--- src/rtl/mdu_pkg.sv ---
package mdu_pkg;
  localparam int XLEN = 32;
  localparam int HALF = XLEN / 2;
  localparam int WIDE = 2 * XLEN;
  localparam int STEP = 8;
  localparam int CNTW = $clog2(XLEN + 1);
  localparam int PW   = XLEN + HALF + 2;

  typedef enum logic [3:0] {
    OP_MULT  = 4'd0,
    OP_MULTU = 4'd1,
    OP_MADD  = 4'd2,
    OP_MADDU = 4'd3,
    OP_MSUB  = 4'd4,
    OP_MSUBU = 4'd5,
    OP_MUL   = 4'd6,
    OP_DIV   = 4'd7,
    OP_DIVU  = 4'd8
  } mdu_op_e;

  typedef enum logic [1:0] {K_SET, K_ADD, K_SUB, K_GPR} mul_kind_e;
endpackage

--- src/rtl/mdu_mul_pass.sv ---
module mdu_mul_pass #(
  parameter int AW = 33,
  parameter int BW = 17
) (
  input  logic signed [AW-1:0]    a_i,
  input  logic signed [BW-1:0]    b_i,
  output logic signed [AW+BW-1:0] p_o
);
  assign p_o = a_i * b_i;
endmodule

--- src/rtl/mdu_width_chk.sv ---
module mdu_width_chk import mdu_pkg::*; (
  input  logic               sgn_i,
  input  logic [XLEN-1:0]    a_i,
  input  logic [HALF:0]      b_hi_i,  // opb bits XLEN-1 .. HALF-1
  output logic               one_pass_o,
  output logic [CNTW-1:0]    iters_o
);
  assign one_pass_o = sgn_i ? (&b_hi_i | ~|b_hi_i) : ~|b_hi_i[HALF:1];

  // smallest byte-multiple width that holds the dividend
  always_comb begin
    logic [XLEN-1:0] m;
    iters_o = CNTW'(XLEN);
    for (int k = XLEN / STEP - 1; k >= 1; k--) begin
      m = {XLEN{1'b1}} << (k * STEP - 1);
      if (sgn_i ? (((a_i & m) == '0) || ((a_i & m) == m))
                : ((a_i & (m << 1)) == '0))
        iters_o = CNTW'(k * STEP);
    end
  end
endmodule

--- src/rtl/mdu_div_core.sv ---
module mdu_div_core import mdu_pkg::*; (
  input  logic            clk_i,
  input  logic            rst_ni,
  input  logic            start_i,
  input  logic [CNTW-1:0] iters_i,
  input  logic [XLEN-1:0] dvd_mag_i,
  input  logic [XLEN-1:0] dvs_mag_i,
  output logic            busy_o,
  output logic            last_o,
  output logic [XLEN-1:0] quot_o,
  output logic [XLEN-1:0] rem_o
);
  logic [XLEN-1:0] rem_q, quo_q, dvs_q;
  logic [CNTW-1:0] cnt_q;
  logic [XLEN:0]   shifted, trial;
  logic            ge;

  assign shifted = {rem_q, quo_q[XLEN-1]};
  assign trial   = shifted - {1'b0, dvs_q};
  assign ge      = ~trial[XLEN];
  assign rem_o   = ge ? trial[XLEN-1:0] : shifted[XLEN-1:0];
  assign quot_o  = {quo_q[XLEN-2:0], ge};
  assign busy_o  = cnt_q != '0;
  assign last_o  = cnt_q == CNTW'(1);

  always_ff @(posedge clk_i or negedge rst_ni) begin
    if (!rst_ni) begin
      rem_q <= '0;
      quo_q <= '0;
      dvs_q <= '0;
      cnt_q <= '0;
    end else if (start_i) begin
      rem_q <= '0;
      quo_q <= dvd_mag_i << (CNTW'(XLEN) - iters_i);
      dvs_q <= dvs_mag_i;
      cnt_q <= iters_i;
    end else if (busy_o) begin
      rem_q <= rem_o;
      quo_q <= quot_o;
      cnt_q <= cnt_q - CNTW'(1);
    end
  end


  div_cnt_chk: assert property (@(posedge clk_i) disable iff (!rst_ni)
    (cnt_q > CNTW'(1)) |=> (cnt_q == $past(cnt_q) - CNTW'(1)));


  div_rem_chk: assert property (@(posedge clk_i) disable iff (!rst_ni)
    (busy_o && dvs_q != '0) |-> (rem_q < dvs_q));
endmodule

--- src/rtl/mdu_unit.sv ---
module mdu_unit import mdu_pkg::*; (
  input  logic            clk_i,
  input  logic            rst_ni,
  input  logic            issue_i,
  input  logic [3:0]      op_i,
  input  logic [XLEN-1:0] opa_i,
  input  logic [XLEN-1:0] opb_i,
  output logic            stall_o,
  output logic            busy_o,
  output logic            res_valid_o,
  output logic [XLEN-1:0] res_o,
  input  logic            hi_we_i,
  input  logic            lo_we_i,
  input  logic [XLEN-1:0] wdata_i,
  output logic [XLEN-1:0] hi_o,
  output logic [XLEN-1:0] lo_o
);
  logic [XLEN-1:0] hi_q, lo_q, res_q;
  logic            res_valid_q, mul2_q, neg_q, rneg_q;
  logic [XLEN:0]   a33_q;
  logic [HALF:0]   bhi_q;
  logic [PW-1:0]   part_q;
  mul_kind_e       kind_q, kind, fire_kind;

  logic is_mul, is_div, sgn, accept, one_pass, div_busy, div_last, mul_fire;
  logic [CNTW-1:0] iters;
  logic signed [XLEN:0] pa;
  logic signed [HALF:0] pb;
  logic signed [PW-1:0] prod;
  logic [WIDE-1:0] prod_ext, part_ext, prod_fin, acc_n;
  logic [XLEN-1:0] dvd_mag, dvs_mag, quot_n, rem_n;

  always_comb begin
    is_mul = 1'b0;
    is_div = 1'b0;
    sgn    = 1'b0;
    kind   = K_SET;
    case (mdu_op_e'(op_i))
      OP_MULT:  begin is_mul = 1'b1; sgn = 1'b1; end
      OP_MULTU: is_mul = 1'b1;
      OP_MADD:  begin is_mul = 1'b1; sgn = 1'b1; kind = K_ADD; end
      OP_MADDU: begin is_mul = 1'b1; kind = K_ADD; end
      OP_MSUB:  begin is_mul = 1'b1; sgn = 1'b1; kind = K_SUB; end
      OP_MSUBU: begin is_mul = 1'b1; kind = K_SUB; end
      OP_MUL:   begin is_mul = 1'b1; sgn = 1'b1; kind = K_GPR; end
      OP_DIV:   begin is_div = 1'b1; sgn = 1'b1; end
      OP_DIVU:  is_div = 1'b1;
      default:  ;
    endcase
  end

  assign busy_o  = mul2_q | div_busy;
  assign stall_o = issue_i & busy_o;
  assign accept  = issue_i & ~busy_o;

  mdu_width_chk u_width (
    .sgn_i      (sgn),
    .a_i        (opa_i),
    .b_hi_i     (opb_i[XLEN-1:HALF-1]),
    .one_pass_o (one_pass),
    .iters_o    (iters)
  );

  // pass 1 uses the low half unsigned unless the whole operand fits
  assign pa = mul2_q ? a33_q : {sgn & opa_i[XLEN-1], opa_i};
  assign pb = mul2_q ? bhi_q : {sgn & one_pass & opb_i[HALF-1], opb_i[HALF-1:0]};

  mdu_mul_pass #(.AW(XLEN + 1), .BW(HALF + 1)) u_mul (
    .a_i (pa),
    .b_i (pb),
    .p_o (prod)
  );

  assign prod_ext  = {{(WIDE-PW){prod[PW-1]}}, prod};
  assign part_ext  = {{(WIDE-PW){part_q[PW-1]}}, part_q};
  assign prod_fin  = mul2_q ? (part_ext + (prod_ext << HALF)) : prod_ext;
  assign mul_fire  = (accept & is_mul & one_pass) | mul2_q;
  assign fire_kind = mul2_q ? kind_q : kind;

  always_comb begin
    case (fire_kind)
      K_ADD:   acc_n = {hi_q, lo_q} + prod_fin;
      K_SUB:   acc_n = {hi_q, lo_q} - prod_fin;
      default: acc_n = prod_fin;
    endcase
  end

  assign dvd_mag = (sgn & opa_i[XLEN-1]) ? -opa_i : opa_i;
  assign dvs_mag = (sgn & opb_i[XLEN-1]) ? -opb_i : opb_i;

  mdu_div_core u_div (
    .clk_i     (clk_i),
    .rst_ni    (rst_ni),
    .start_i   (accept & is_div),
    .iters_i   (iters),
    .dvd_mag_i (dvd_mag),
    .dvs_mag_i (dvs_mag),
    .busy_o    (div_busy),
    .last_o    (div_last),
    .quot_o    (quot_n),
    .rem_o     (rem_n)
  );

  always_ff @(posedge clk_i or negedge rst_ni) begin
    if (!rst_ni) begin
      hi_q        <= '0;
      lo_q        <= '0;
      res_q       <= '0;
      res_valid_q <= 1'b0;
      mul2_q      <= 1'b0;
      a33_q       <= '0;
      bhi_q       <= '0;
      part_q      <= '0;
      kind_q      <= K_SET;
      neg_q       <= 1'b0;
      rneg_q      <= 1'b0;
    end else begin
      res_valid_q <= 1'b0;
      if (hi_we_i) hi_q <= wdata_i;
      if (lo_we_i) lo_q <= wdata_i;
      if (mul2_q) mul2_q <= 1'b0;
      if (accept && is_mul && !one_pass) begin
        mul2_q <= 1'b1;
        a33_q  <= pa;
        bhi_q  <= {sgn & opb_i[XLEN-1], opb_i[XLEN-1:HALF]};
        part_q <= prod;
        kind_q <= kind;
      end
      // unit results override direct writes
      if (mul_fire) begin
        if (fire_kind == K_GPR) begin
          res_q       <= prod_fin[XLEN-1:0];
          res_valid_q <= 1'b1;
        end else begin
          {hi_q, lo_q} <= acc_n;
        end
      end
      if (accept && is_div) begin
        neg_q  <= sgn & (opa_i[XLEN-1] ^ opb_i[XLEN-1]);
        rneg_q <= sgn & opa_i[XLEN-1];
      end
      if (div_last) begin
        lo_q <= neg_q ? -quot_n : quot_n;
        hi_q <= rneg_q ? -rem_n : rem_n;
      end
    end
  end

  assign hi_o        = hi_q;
  assign lo_o        = lo_q;
  assign res_o       = res_q;
  assign res_valid_o = res_valid_q;


  two_pass_len_chk: assert property (@(posedge clk_i) disable iff (!rst_ni)
    (accept && is_mul && !one_pass) |=> busy_o ##1 !busy_o);


  gpr_keeps_hilo_chk: assert property (@(posedge clk_i) disable iff (!rst_ni)
    (mul_fire && fire_kind == K_GPR && !hi_we_i && !lo_we_i)
      |=> (res_valid_o && $stable(hi_o) && $stable(lo_o)));


  busy_src_chk: assert property (@(posedge clk_i) disable iff (!rst_ni)
    $rose(busy_o) |-> $past(issue_i));
endmodule

--- config.mk ---
export PLATFORM = sky130hd
export DESIGN_NAME = mdu_unit
export DESIGN_NICKNAME = d
export VERILOG_FILES = /design/src/rtl/mdu_pkg.sv /design/src/rtl/mdu_mul_pass.sv /design/src/rtl/mdu_width_chk.sv /design/src/rtl/mdu_div_core.sv /design/src/rtl/mdu_unit.sv
export SDC_FILE = /design/constraint.sdc
export NUM_CORES = 2
export LEC_CHECK = 0
export CORE_MARGIN = 10
export CORE_UTILIZATION = 58
export DETAILED_ROUTE_END_ITERATION = 10
export HOLD_SLACK_MARGIN = 0.12
export PLACE_DENSITY_LB_ADDON = 0.12
export SYNTH_ARGS = -nofsm -noshare
export SYNTH_HDL_FRONTEND = slang
export SYNTH_SLANG_ARGS = --single-unit
--- constraint.sdc ---
create_clock -name clk_i -period 12.8 [get_ports clk_i]
set_clock_uncertainty 0.2 [all_clocks]
set_input_delay 1.28 -clock clk_i [delete_from_list [all_inputs] [get_ports clk_i]]
set_output_delay 1.28 -clock clk_i [all_outputs]
set_load 0.01 [all_outputs]
==> run metrics <==
outcome=finished, final reports clean; hold crit path type=flop to flop; CTS Sinks=304; drc violations=0; Top cell by count, worst path=buf_4; layout cells sized above 1=0.175; number of global-route vias before repair=46,600; CP Class=primary input to flop; reg-to-reg slack, setup=550 ps; Initial Utilization=0.588; clock root buffer=clkbuf_16; number of CTS-inserted buffers=42; area share of the largest cell type after synthesis=0.228; Worst setup SP type=primary input; register area share after synthesis=0.160; worst skew pair latency=630 ps; slew margin rel.=0.222; core area=80,800 um2; CTS tree=done; Reg clk slew, reported paths=~60 ps; post-DP HPWL=157,000 um; vias=47,700; CTS Buffer Depth=3; Unique masters post-synth=105; Syn Area/Cell=between 8 and 9 um2; EDFF count, synth=0; antenna violations before repair=3; H-tree levels=2; WP data arrival=12,750 ps; Port Buf Inserts=roughly 200; CP Capture Point=hi_o[23]; top post-synthesis cells by area=fa_1 (23%), dfrtp_1 (16%), ha_1 (7.1%), nand2_1 (6.4%), inv_1 (5.1%); max-slew violations=0; all-layer global routing usage=0.396; worst path required time=13,110 ps; CP Max Fanout=7; most frequent cells in the layout=buf_4 (854), nand2_1 (807), inv_1 (646); grt ovf=0; Die Wd=306 um; Vias/cell=6.15; Avg WL per Cell=about 25 um; largest net degree at the start of global routing=148; Final setup viols=0; Peak Freq=80.4 MHz; Pre-Repair DR Iteration Count=6; Synth Warn #=0; Final Cycle Share=0.972; FF-to-FF End=hi_o[23]; Max Cap Violations=0; Multi-input gate area=36,900 um2; Worst R2R Start=mul2_q; ys async rst share=1.00; Worst Setup SP=opa_i[8]; CP max-delay cell=clkdlybuf4s50_1; storage element area=7610 um2; CP peak stage delay=about 550 ps; highest metal used=met5; Fillers=6,466; Syn Std Cell Area=47,500 um2; Most used DFF post-synth=dfrtp_1; Top Ports=roughly 200; Syn-to-layout area delta=23.3%; die area=93,700 um2; Worst Setup End Kind=flop; commonest non-fill, non-tap cell in the layout=buf_4; Die Ht=306 um; row count=104; fin nets=7,571; ANT nets after route=0; Setup TNS=0 ps; Synth Instances=5,823; Yosys top cell by area=fa_1; M1 WL=72,600 um; total wire length=about 190,000 um; DR WL met3=20,100 um; DR WL met2=82,600 um; minimum clock period=12,440 ps; worst slew pin tran=1170 ps; reg2reg path depth=50; FF+latch count, synth=around 300; first-pass GRT wire length=~290,000 um; syn nets=6,736; 1st-iter DRT viols=4,737; final hold vios=0; routability cong.=between 1 and 1.5
[logic make-up (layout without fill, tap and decap cells)]
group,Yosys count,after routing,share of synthesized area
AO/OA/AOI/OAI,1302,1302,0.176
other,0,3,0
AND/OR/NAND/NOR,1896,1896,0.176
buffers and inverters,937,1805,0.0748
XOR/XNOR,333,333,0.0617
flip-flops,304,304,0.160
adder cells (fa/ha/maj),808,808,0.298
multiplexers,243,243,0.0533
[state kept, by name, indices dropped and copies added, names as in the netlist, 17 cells and up]
name	cells
u_div.rem_q	32
res_o	32
lo_o	32
a33_q	33
part_q	50
u_div.dvs_q	32
u_div.quo_q	32
bhi_q	17
hi_o	32
[critical path: cells and delay by family]
kind	cells	cell delay (ps)
adders and majority gates	9	3880
buffers and inverters	15	2180
and+or+nand+nor	9	1650
muxes	1	300
AOI/OAI and AO/OA	15	2920
xor gates and xnor gates	3	560
[Yosys cell counts (12+ instances only)]
| library cell | number |
|---|---|
| a211oi_1 | 69 |
| a21boi_0 | 13 |
| a21o_1 | 90 |
| a21oi_1 | 321 |
| a221o_1 | 14 |
| a31oi_1 | 57 |
| and2_1 | 30 |
| and3_1 | 43 |
| buf_1 | 25 |
| buf_2 | 12 |
| clkbuf_1 | 246 |
| dfrtp_1 | 304 |
| fa_1 | 540 |
| ha_1 | 268 |
| inv_1 | 647 |
| mux2_2 | 71 |
| mux2i_1 | 170 |
| nand2_1 | 808 |
| nand2b_1 | 37 |
| nand3_1 | 82 |
| nand4_1 | 50 |
| nor2_1 | 603 |
| nor2b_1 | 32 |
| nor3_1 | 63 |
| nor4_1 | 29 |
| o211ai_1 | 53 |
| o21a_1 | 40 |
| o21ai_0 | 377 |
| o21ai_1 | 18 |
| o21bai_1 | 19 |
| o22ai_1 | 16 |
| o31a_1 | 12 |
| o31ai_1 | 38 |
| o41ai_1 | 12 |
| or2_2 | 16 |
| or3_1 | 39 |
| or4_1 | 13 |
| xnor2_1 | 164 |
| xor2_1 | 168 |
[area by class of cell]
cell class	count	area share
multi-input combinational	4582	0.631
clock inverter	22	0.00427
antenna	3	0.000128
clock buffer	55	0.0193
inverter	650	0.0417
timing repair buffer	1078	0.151
tap	1060	0.0227
sequential	304	0.130
[per-layer routing]
metal / GRT usage / vias to the layer above
met2: 0.612 / 2642
li1: - / 21300
met3: 0.0820 / 618
met4: 0.256 / 2
met5: 0.00207 / -
met1: 0.502 / 23100
[worst min-delay path by stage]
stage,to,start,cells after the start,slack (ps)
finish,part_q[10],part_q[10],2,270
global route,part_q[13],part_q[13],2,290
CTS,part_q[13],part_q[13],2,280
detailed placement,part_q[13],part_q[13],2,260
global placement,part_q[13],part_q[13],2,250
floorplan,part_q[13],part_q[13],2,240
[stage by stage]
step           area [um2]  hold slack [ps]  setup slack (ps)  utilization  cells
2_1_floorplan       47700              242              8.85            -   5823
5_1_grt             58500              294             -51.7        0.724   7751
4_1_cts             58100              277              26.4        0.719   7737
6_report            58600              274               362        0.725   7754
3_5_place_dp        56700              263              -873        0.702   7660
3_3_place_gp        56700              255              -525        0.702   7660
[repair_timing]
action | 4_1_cts | 5_1_grt
endpoints found under the hold margin | 0 | 0
pin swaps | 1 | 37
buffers inserted | 0 | 14
setup endpoints to repair | 6 | 13
resized for setup | 2 | 69
hold buffers | 0 | 0
Power is not shown: default switching activity piles up to over one toggle a cycle in this logic, so the estimate is an artifact.
